[src/rtl/mon_seq_pkg.sv]
package mon_seq_pkg;
  typedef enum logic [1:0] {
    STEP_WR   = 2'd0,
    STEP_POLL = 2'd1,
    STEP_RD   = 2'd2
  } step_kind_e;

  typedef struct packed {
    step_kind_e  kind;
    logic        sel;   // 0 data port, 1 command port
    logic [7:0]  val;   // write byte or expected poll byte
    logic        last;
  } step_t;

  localparam logic PORT_DATA = 1'b0;
  localparam logic PORT_CMD  = 1'b1;

  localparam logic [7:0] MAGIC_READY  = 8'h08;
  localparam logic [7:0] MAGIC_CLEAR  = 8'h00;
  localparam logic [7:0] MAGIC_ACK1   = 8'h09;
  localparam logic [7:0] MAGIC_SYNC   = 8'hAC;
  localparam logic [7:0] MAGIC_VALUE  = 8'h01;

  localparam int STEP_W = 3;
endpackage

[src/rtl/mon_step_rom.sv]
module mon_step_rom
  import mon_seq_pkg::*;
(
  input  logic              op_i,
  input  logic [STEP_W-1:0] idx_i,
  input  logic [15:0]       code_i,
  output step_t             step_o
);
  always_comb begin
    step_o = '{kind: STEP_RD, sel: PORT_CMD, val: 8'h00, last: 1'b1};
    if (!op_i) begin
      unique case (idx_i)
        3'd0: step_o = '{kind: STEP_POLL, sel: PORT_DATA, val: MAGIC_READY, last: 1'b0};
        3'd1: step_o = '{kind: STEP_WR,   sel: PORT_DATA, val: MAGIC_CLEAR, last: 1'b0};
        3'd2: step_o = '{kind: STEP_POLL, sel: PORT_DATA, val: MAGIC_ACK1,  last: 1'b0};
        default: step_o = '{kind: STEP_POLL, sel: PORT_CMD, val: MAGIC_SYNC, last: 1'b1};
      endcase
    end else begin
      unique case (idx_i)
        3'd0: step_o = '{kind: STEP_WR,   sel: PORT_DATA, val: code_i[15:8], last: 1'b0};
        3'd1: step_o = '{kind: STEP_POLL, sel: PORT_DATA, val: MAGIC_READY,  last: 1'b0};
        3'd2: step_o = '{kind: STEP_WR,   sel: PORT_CMD,  val: code_i[7:0],  last: 1'b0};
        3'd3: step_o = '{kind: STEP_POLL, sel: PORT_DATA, val: MAGIC_VALUE,  last: 1'b0};
        default: step_o = '{kind: STEP_RD, sel: PORT_CMD, val: 8'h00, last: 1'b1};
      endcase
    end
  end
endmodule

[src/rtl/mon_poll_timer.sv]
module mon_poll_timer #(
  parameter int POLL_LIMIT = 1000
) (
  input  logic clk_i,
  input  logic rst_ni,
  input  logic clr_i,
  input  logic inc_i,
  output logic last_o
);
  localparam int CW = $clog2(POLL_LIMIT + 1);
  logic [CW-1:0] cnt_q;

  always_ff @(posedge clk_i or negedge rst_ni) begin
    if (!rst_ni)    cnt_q <= '0;
    else if (clr_i) cnt_q <= '0;
    else if (inc_i) cnt_q <= cnt_q + 1'b1;
  end

  // the current read is the final allowed attempt
  assign last_o = (cnt_q == CW'(POLL_LIMIT - 1));
endmodule

[src/rtl/mon_port_seq.sv]
module mon_port_seq
  import mon_seq_pkg::*;
#(
  parameter int POLL_LIMIT = 1000
) (
  input  logic        clk_i,
  input  logic        rst_ni,
  input  logic        start_i,
  input  logic        op_i,
  input  logic [15:0] code_i,
  output logic        busy_o,
  output logic        done_o,
  output logic        err_o,
  output logic [7:0]  result_o,
  output logic        bus_req_o,
  output logic        bus_we_o,
  output logic        bus_sel_o,
  output logic [7:0]  bus_wdata_o,
  input  logic        bus_ack_i,
  input  logic [7:0]  bus_rdata_i
);
  logic              busy_q, done_q, err_q, op_q;
  logic [15:0]       code_q;
  logic [STEP_W-1:0] step_q;
  logic [7:0]        res_q;
  step_t             cur;
  logic              xfer, hit, adv, fail, tmr_last, accept;

  mon_step_rom u_rom (
    .op_i   (op_q),
    .idx_i  (step_q),
    .code_i (code_q),
    .step_o (cur)
  );

  assign accept = start_i && !busy_q;
  assign xfer   = busy_q && bus_ack_i;
  assign hit    = (cur.kind != STEP_POLL) || (bus_rdata_i == cur.val);
  assign adv    = xfer && hit;
  assign fail   = xfer && !hit && tmr_last;

  mon_poll_timer #(.POLL_LIMIT(POLL_LIMIT)) u_tmr (
    .clk_i  (clk_i),
    .rst_ni (rst_ni),
    .clr_i  (adv || accept),
    .inc_i  (xfer && !hit && !tmr_last),
    .last_o (tmr_last)
  );

  always_ff @(posedge clk_i or negedge rst_ni) begin
    if (!rst_ni) begin
      busy_q <= 1'b0;
      done_q <= 1'b0;
      err_q  <= 1'b0;
      op_q   <= 1'b0;
      code_q <= '0;
      step_q <= '0;
      res_q  <= '0;
    end else begin
      done_q <= 1'b0;
      if (accept) begin
        busy_q <= 1'b1;
        op_q   <= op_i;
        code_q <= code_i;
        step_q <= '0;
        err_q  <= 1'b0;
        res_q  <= '0;
      end else if (adv) begin
        step_q <= step_q + 1'b1;
        // command-port reads that complete a step carry the result
        if (cur.kind != STEP_WR && cur.sel == PORT_CMD) res_q <= bus_rdata_i;
        if (cur.last) begin
          busy_q <= 1'b0;
          done_q <= 1'b1;
        end
      end else if (fail) begin
        busy_q <= 1'b0;
        done_q <= 1'b1;
        err_q  <= 1'b1;
      end
    end
  end

  assign busy_o      = busy_q;
  assign done_o      = done_q;
  assign err_o       = err_q;
  assign result_o    = res_q;
  assign bus_req_o   = busy_q;
  assign bus_we_o    = (cur.kind == STEP_WR);
  assign bus_sel_o   = cur.sel;
  assign bus_wdata_o = (cur.kind == STEP_WR) ? cur.val : 8'h00;
endmodule

[config.mk]
export PLATFORM = sky130hd
export DESIGN_NAME = mon_port_seq
export DESIGN_NICKNAME = d
export VERILOG_FILES = /design/src/rtl/mon_seq_pkg.sv /design/src/rtl/mon_step_rom.sv /design/src/rtl/mon_poll_timer.sv /design/src/rtl/mon_port_seq.sv
export SDC_FILE = /design/constraint.sdc
export NUM_CORES = 1
export LEC_CHECK = 0
export CORE_MARGIN = 5
export CORE_UTILIZATION = 55
export CTS_BUF_LIST = sky130_fd_sc_hd__clkbuf_4
export DETAILED_ROUTE_END_ITERATION = 12
export DONT_BUFFER_PORTS = 1
export PLACE_DENSITY = 0.7
export SLEW_MARGIN = 0
export SYNTH_ARGS = -nofsm -noshare
export SYNTH_HDL_FRONTEND = slang
export SYNTH_SLANG_ARGS = --single-unit
[constraint.sdc]
create_clock -name clk_i -period 6.7 [get_ports clk_i]
set_input_delay 0.67 -clock clk_i [delete_from_list [all_inputs] [get_ports clk_i]]
set_output_delay 0.67 -clock clk_i [all_outputs]
set_load 0.03 [all_outputs]
== Yosys cells after proc, flatten, opt, wreduce, memory -nomap -nowiden ==
Cells that the tools add are included.
Word-level totals
  flip-flop bits (word level): 41
  bits in latches: 0
  bits in writable memories: 0
  ROM bits: 0
  input port bits: 29
  output and inout bits: 22
  logic and storage cells: 63
  memories kept: 0
Cells by class
  $add $sub $neg: 2
  multiply operators: 0
  divide/modulo/power cells: 0
  $lt $le $gt $ge: 0
  equality and inequality tests: 8
  shifts and indexed selects: 0
  mux-type cells: 22
  bitwise operators: 0
  reduce and logical (&&, ||, !) cells: 23
Operators by type and width (count)
  case mux 12 bit (4 select lines): 1
  case mux 11 bit (3 select lines): 1
  2-to-1 mux 8 bit: 4
  2-to-1 mux 10 bit: 2
  2-to-1 mux 12 bit: 1
  2-to-1 mux 1 bit: 11
  adder 10 x 1 -> 10 bit (second input constant): 1
  == test 10 bit (second input constant): 1
  nonzero test 2 bit: 5
  == test 8 bit: 1
  logical AND 1 bit: 7
  == test 3 x 2 -> 1 bit (second input constant): 2
  2-to-1 mux 3 bit: 2
  AND reduction 2 bit: 3
  inequality test 2 x 1 -> 1 bit (second input constant): 2
  adder 3 x 1 -> 3 bit (second input constant): 1
  == test 3 x 1 -> 1 bit (second input constant): 1
  logical NOT 1 bit: 3
  logical NOT 3 bit: 1
  inequality test 3 x 2 -> 1 bit (second input constant): 1
  nonzero test 3 bit: 1
  logical NOT 2 bit: 1
  logical OR 1 bit: 2

== Depth between registers and ports, before layout ==
  word-level depth: 11
  mapped depth: 12
  mapped depth without buffers: 10

== Cells and area by module ==
Synthesis repeated with hierarchy kept, for this count alone.
Second synthesis, totals
  cell total of the unflattened synthesis: 219
  area, all modules: 2220.9 sq um
By module, submodules not included
  mon_port_seq: instances 1, cells an instance 126, area each 1423.9 sq um
  mon_poll_timer: instances 1, cells an instance 51, area each 526.8 sq um
  mon_step_rom: instances 1, cells an instance 42, area each 270.3 sq um

== Worst setup path before layout ==
Ideal clock, no wire load.
  path kind: reg2reg
  start point: register step_q[0]
  end point: register step_q[1]
  arrival time: 2.735 ns
  required time: 6.575 ns
  path slack: 3.840 ns
  cell stages (with the launch flop): 11
  buffers on the path: 2
  period minus slack after synthesis: 2.860 ns
  path through: dfrtp_1 ha_1 buf_6 or4_1 o211ai_2 o21ai_2 a2111oi_2 a21boi_1 buf_2 nor2_2 mux2_2
Between the ends
  cells in the longest elaborated chain, start to end: 7
RTL lines
  start: declaration: RTL line mon_port_seq.sv:24  | logic [STEP_W-1:0] step_q;
  start signal: assignment: RTL line mon_port_seq.sv:69  | step_q <= step_q + 1'b1;
  == test 3 x 2 -> 1 bit (tied with other cells): RTL line mon_step_rom.sv:19  | unique case (idx_i)
  case mux 12 bit (4 select lines) / case mux 11 bit (3 select lines) (equally long branches): RTL line mon_step_rom.sv:19, mon_step_rom.sv:12
  2-to-1 mux 12 bit: RTL line mon_step_rom.sv:11  | if (!op_i) begin
  == test 8 bit / inequality test 2 x 1 -> 1 bit (equally long branches): RTL line mon_port_seq.sv:38  | assign hit = (cur.kind != STEP_POLL) || (bus_rdata_i == cur.val);
  logical OR 1 bit: RTL line mon_port_seq.sv:38
  logical AND 1 bit: RTL line mon_port_seq.sv:39  | assign adv = xfer && hit;
  nonzero test 2 bit (no line)
Several ways; a longest one is shown, not always the timed one. The select of a mux whose other input is x is not followed.
A chain may end at the register's enable or synchronous reset.

== Final worst setup path ==
  start point: register step_q[2]
  end point: output bus_wdata_o[4]
Between the ends
  cells in the longest elaborated chain, start to end: 5
RTL lines
  == test 3 x 2 -> 1 bit (tied with other cells): RTL line mon_step_rom.sv:19
  case mux 12 bit (4 select lines) / case mux 11 bit (3 select lines) (equally long branches): RTL line mon_step_rom.sv:19, mon_step_rom.sv:12
  2-to-1 mux 12 bit (*): RTL line mon_step_rom.sv:11
  logical NOT 2 bit: RTL line mon_port_seq.sv:91  | assign bus_wdata_o = (cur.kind == STEP_WR) ? cur.val : 8'h00;
  2-to-1 mux 8 bit (*): RTL line mon_port_seq.sv:91
  end: declaration: RTL line mon_port_seq.sv:18  | output logic [7:0] bus_wdata_o,
Mark *: on every way between the ends. The rest lies on a longest branch, timed or not.

==> impl_results.md <==
* Combinational cell fraction of total power at between 40% and 50%
* CP Launch Type: flop
* Unrepaired setup endpoints after global routing: false
* Tot GR Track Use at roughly 18%
* Core Box Area at approximately 0.0041 mm^2
* Cells after Synth at approximately 280
* Filler Cells Inserted at 366
* Post-Synth Adder-Cell Area at about 3.2%
* Ys Warns at 0
* Clock period minus worst slack at 3.52 ns
* Layout cells sized above 1 at under 10%
* Ant. Diodes at 0
* DRT iter0 DRCs at 113
* Post-synth top cells: 76 x nand2_1, 41 x dfrtp_1, 18 x nor2_1, 13 x inv_1, 13 x nor3_1
* Hold Slack at ~0.15 ns
* Sw frac at between 40 and 50%
* I/O Pins at 51
* Max Freq at around 280 MHz
* Rel. slew slack at 28.7%
* Largest net degree at the start of global routing at 42
* First-pass GRT wire length at about 8000 um
* Register area share after synthesis at a little over two fifths
* Worst EP arrival at 2.85 ns
* Primary FF master, synth: dfrtp_1
* Rows at 23
* Die W at between 70 and 80 um
* Synth Area in Simple Gates at between 20% and 30%
* Switching power at between 0.5 and 0.6 mW
* R2R Setup Slk at 3.24 ns
* Async S/R FF share, synth at 100%
* Total negative slack at 0 ns
* Detailed Route WL at 4830 um
* Req. time, crit path at 6.03 ns
* Clock share of power at about a tenth
* WS Path Type: reg2out
* Hold Crit Class: in2async
* Antenna violation net count after detailed routing at 0
* Port bufs at 0
* Xor and xnor area share after synthesis at under 10%
* Final Hold Fails at 0
* Post-synthesis mux area share at 5.19%
* Post-DP HPWL at roughly 3600 um
* Die Y at around 75 um
* Synth top area share at 43.9%
* Critical path endpoint category: output pin
* Worst slew pin tran at ~1.1 ns
* Clock latency on the worst-skew pair at approximately 0.35 ns
* CTS tree: built
* Nets at 306
* PnR worst setup slack at between 3 and 4 ns
* Clock root buffer: clkbuf_4
* Max Cap Violations at 0
* Finish-stage setup viols at 0
* Post-synth cell types at 45
* Most frequent cell after synthesis: nand2_1
* Critical Path Fanout Max at 15
* Vias in the first global route at around 1700
* Largest family of logic cells by synthesized area: simple AND/OR/NAND/NOR gates
* Buffer count from post-CTS setup fixing at 0
* Via density at 5.67
* Synth Area in Compound Gates at 12.0%
* Worst VDD drop at approximately 0.21 mV
* Avg Inst Size Synth at roughly 8.4 um^2
* Final GP Congestion at 0.798
* Internal Power at ~0.57 mW
* Die area at 0.00566 mm^2
* Post-synth EDFFs at 0
* Leakage at around 1.2 nW
* Final Max Slew Viols at 0
* Synthesized net count at around 310
* Longest Clk Path Bufs at 2
* Via Count at about 1800
* DRT Pass-1 Iters at 4
* Worst slack, placed at roughly 3.2 ns
* Top cells by area, synth: dfrtp_1 44%, nand2_1 12%, mux2i_1 4.7%
* Sequential Power Share at 41.6%
* H-tree lvl count at 2
* Status: completed
* Initial Utilization at 57.7%
* Netlist Area Pre-Place at 0.00234 mm^2
* GRT overflow at 0
* Tcrit/Tclk final at between 50% and 60%
* Yosys top cell by area: dfrtp_1
* Area delta synth->final at 2.89%
* Synth Register Bits at 41
* Clk_skew at between 0.008 and 0.009 ns
* Routed wire length per instance at about 15 um
* CTS Buf Count at 5
* Pwr Density at approximately 470 mW/mm^2
* Remaining DRCs at 0
* Worst-path clk slew at ~0.12 ns
* # clock sinks at just over 40
* Initial antenna violation count at 0
==> kinds of logic after synthesis <==
group                    count (synthesis)
AO/OA/AOI/OAI                           40
XOR/XNOR                                 8
adder cells (fa/ha/maj)                  6
buffers and inverters                   28
flip-flops                              41
multiplexers                            12
AND/OR/NAND/NOR                        142
==> routing by layer <==
| metal | global-route usage (%) | part of all wire, % |
|---|---|---|
| met5 | 0 | 0 |
| met4 | 4.66 | 1.1 |
| met3 | 5.61 | 9.0 |
| met2 | 28.1 | 43 |
| met1 | 25.4 | 47 |
==> sequential cells by signal, summed over array words and instances (netlist names) <==
| register | count |
|---|---|
| err_o | 1 |
| op_q | 1 |
| step_q | 3 |
| result_o | 8 |
| code_q | 16 |
| u_tmr.cnt_q | 10 |
| done_o | 1 |
| bus_req_o | 1 |
==> critical path, stage by stage (launching register included) <==
cell and delay (ns):
dfrtp_1 0.60, inv_1 0.16, ha_1 0.30, nand2b_1 0.21, a21oi_1 0.14, a31oi_1 0.08
nand2b_1 0.24, nor3_1 0.78
==> cells in the final DEF (no fill, tap or decap), drive strengths merged, types with 2 or more instances in the layout <==
cell	count
a21oi	10
a22oi	5
a32oi	2
and2	3
and3	3
buf	2
clkbuf	5
clkinv	3
dfrtp	41
ha	6
inv	13
mux2i	11
nand2	76
nand2b	6
nand3	6
nand4	5
nor2	19
nor2b	2
nor3	13
nor4	3
nor4b	2
o21a	2
o21ai	9
o22a	2
xnor2	4
xor2	4
==> repair_timing <==
action,CTS,global route
hold endpoints to repair,41,0
resized for setup,0,0
hold buffers,1,0
==> power groups by stage <==
stage | clock (mW) | combinational [mW] | sequential [mW]
after global placement | 0 | 0.536 | 0.479
after detailed placement | 0 | 0.546 | 0.480
after CTS | 0.119 | 0.553 | 0.474
after global routing | 0.129 | 0.621 | 0.491
after floorplan | 0 | 0.492 | 0.442
final | 0.115 | 0.550 | 0.475
==> worst paths after layout <==
| kind | startpoint | to | cells past startpoint |
|---|---|---|---|
| min reg2reg | code_q[15] | code_q[15] | 2 |
| max | step_q[2] | bus_wdata_o[4] | 7 |
| max reg2reg | step_q[0] | result_o[6] | 9 |
| min | rst_ni | code_q[14] | 1 |
| max in group asynchronous | rst_ni | u_tmr.cnt_q[3] | 1 |
| min in group clk_i | code_i[1] | code_q[1] | 2 |
==> final cells by class <==
type                    instances  area [um^2]  area share [%]
inverters                      13         48.8            2.03
flip-flops and latches         41         1030            42.6
clock inverters                 3         12.5           0.520
repair buffers                  2         27.5            1.14
clock buffers                   5         37.5            1.56
well taps                      50         62.6            2.60
multi-input cells             208         1190            49.5
==> stage by stage <==
stage	std cells	util (%)	instance area [um^2]	power, mW
after floorplan	277	-	2340	0.934
after global placement	313	57.6	2340	1.01
after detailed placement	313	57.6	2340	1.03
after CTS	322	59.3	2410	1.15
after global routing	322	59.3	2410	1.24
final	322	59.3	2410	1.14
(Power assumes the default switching activity.)
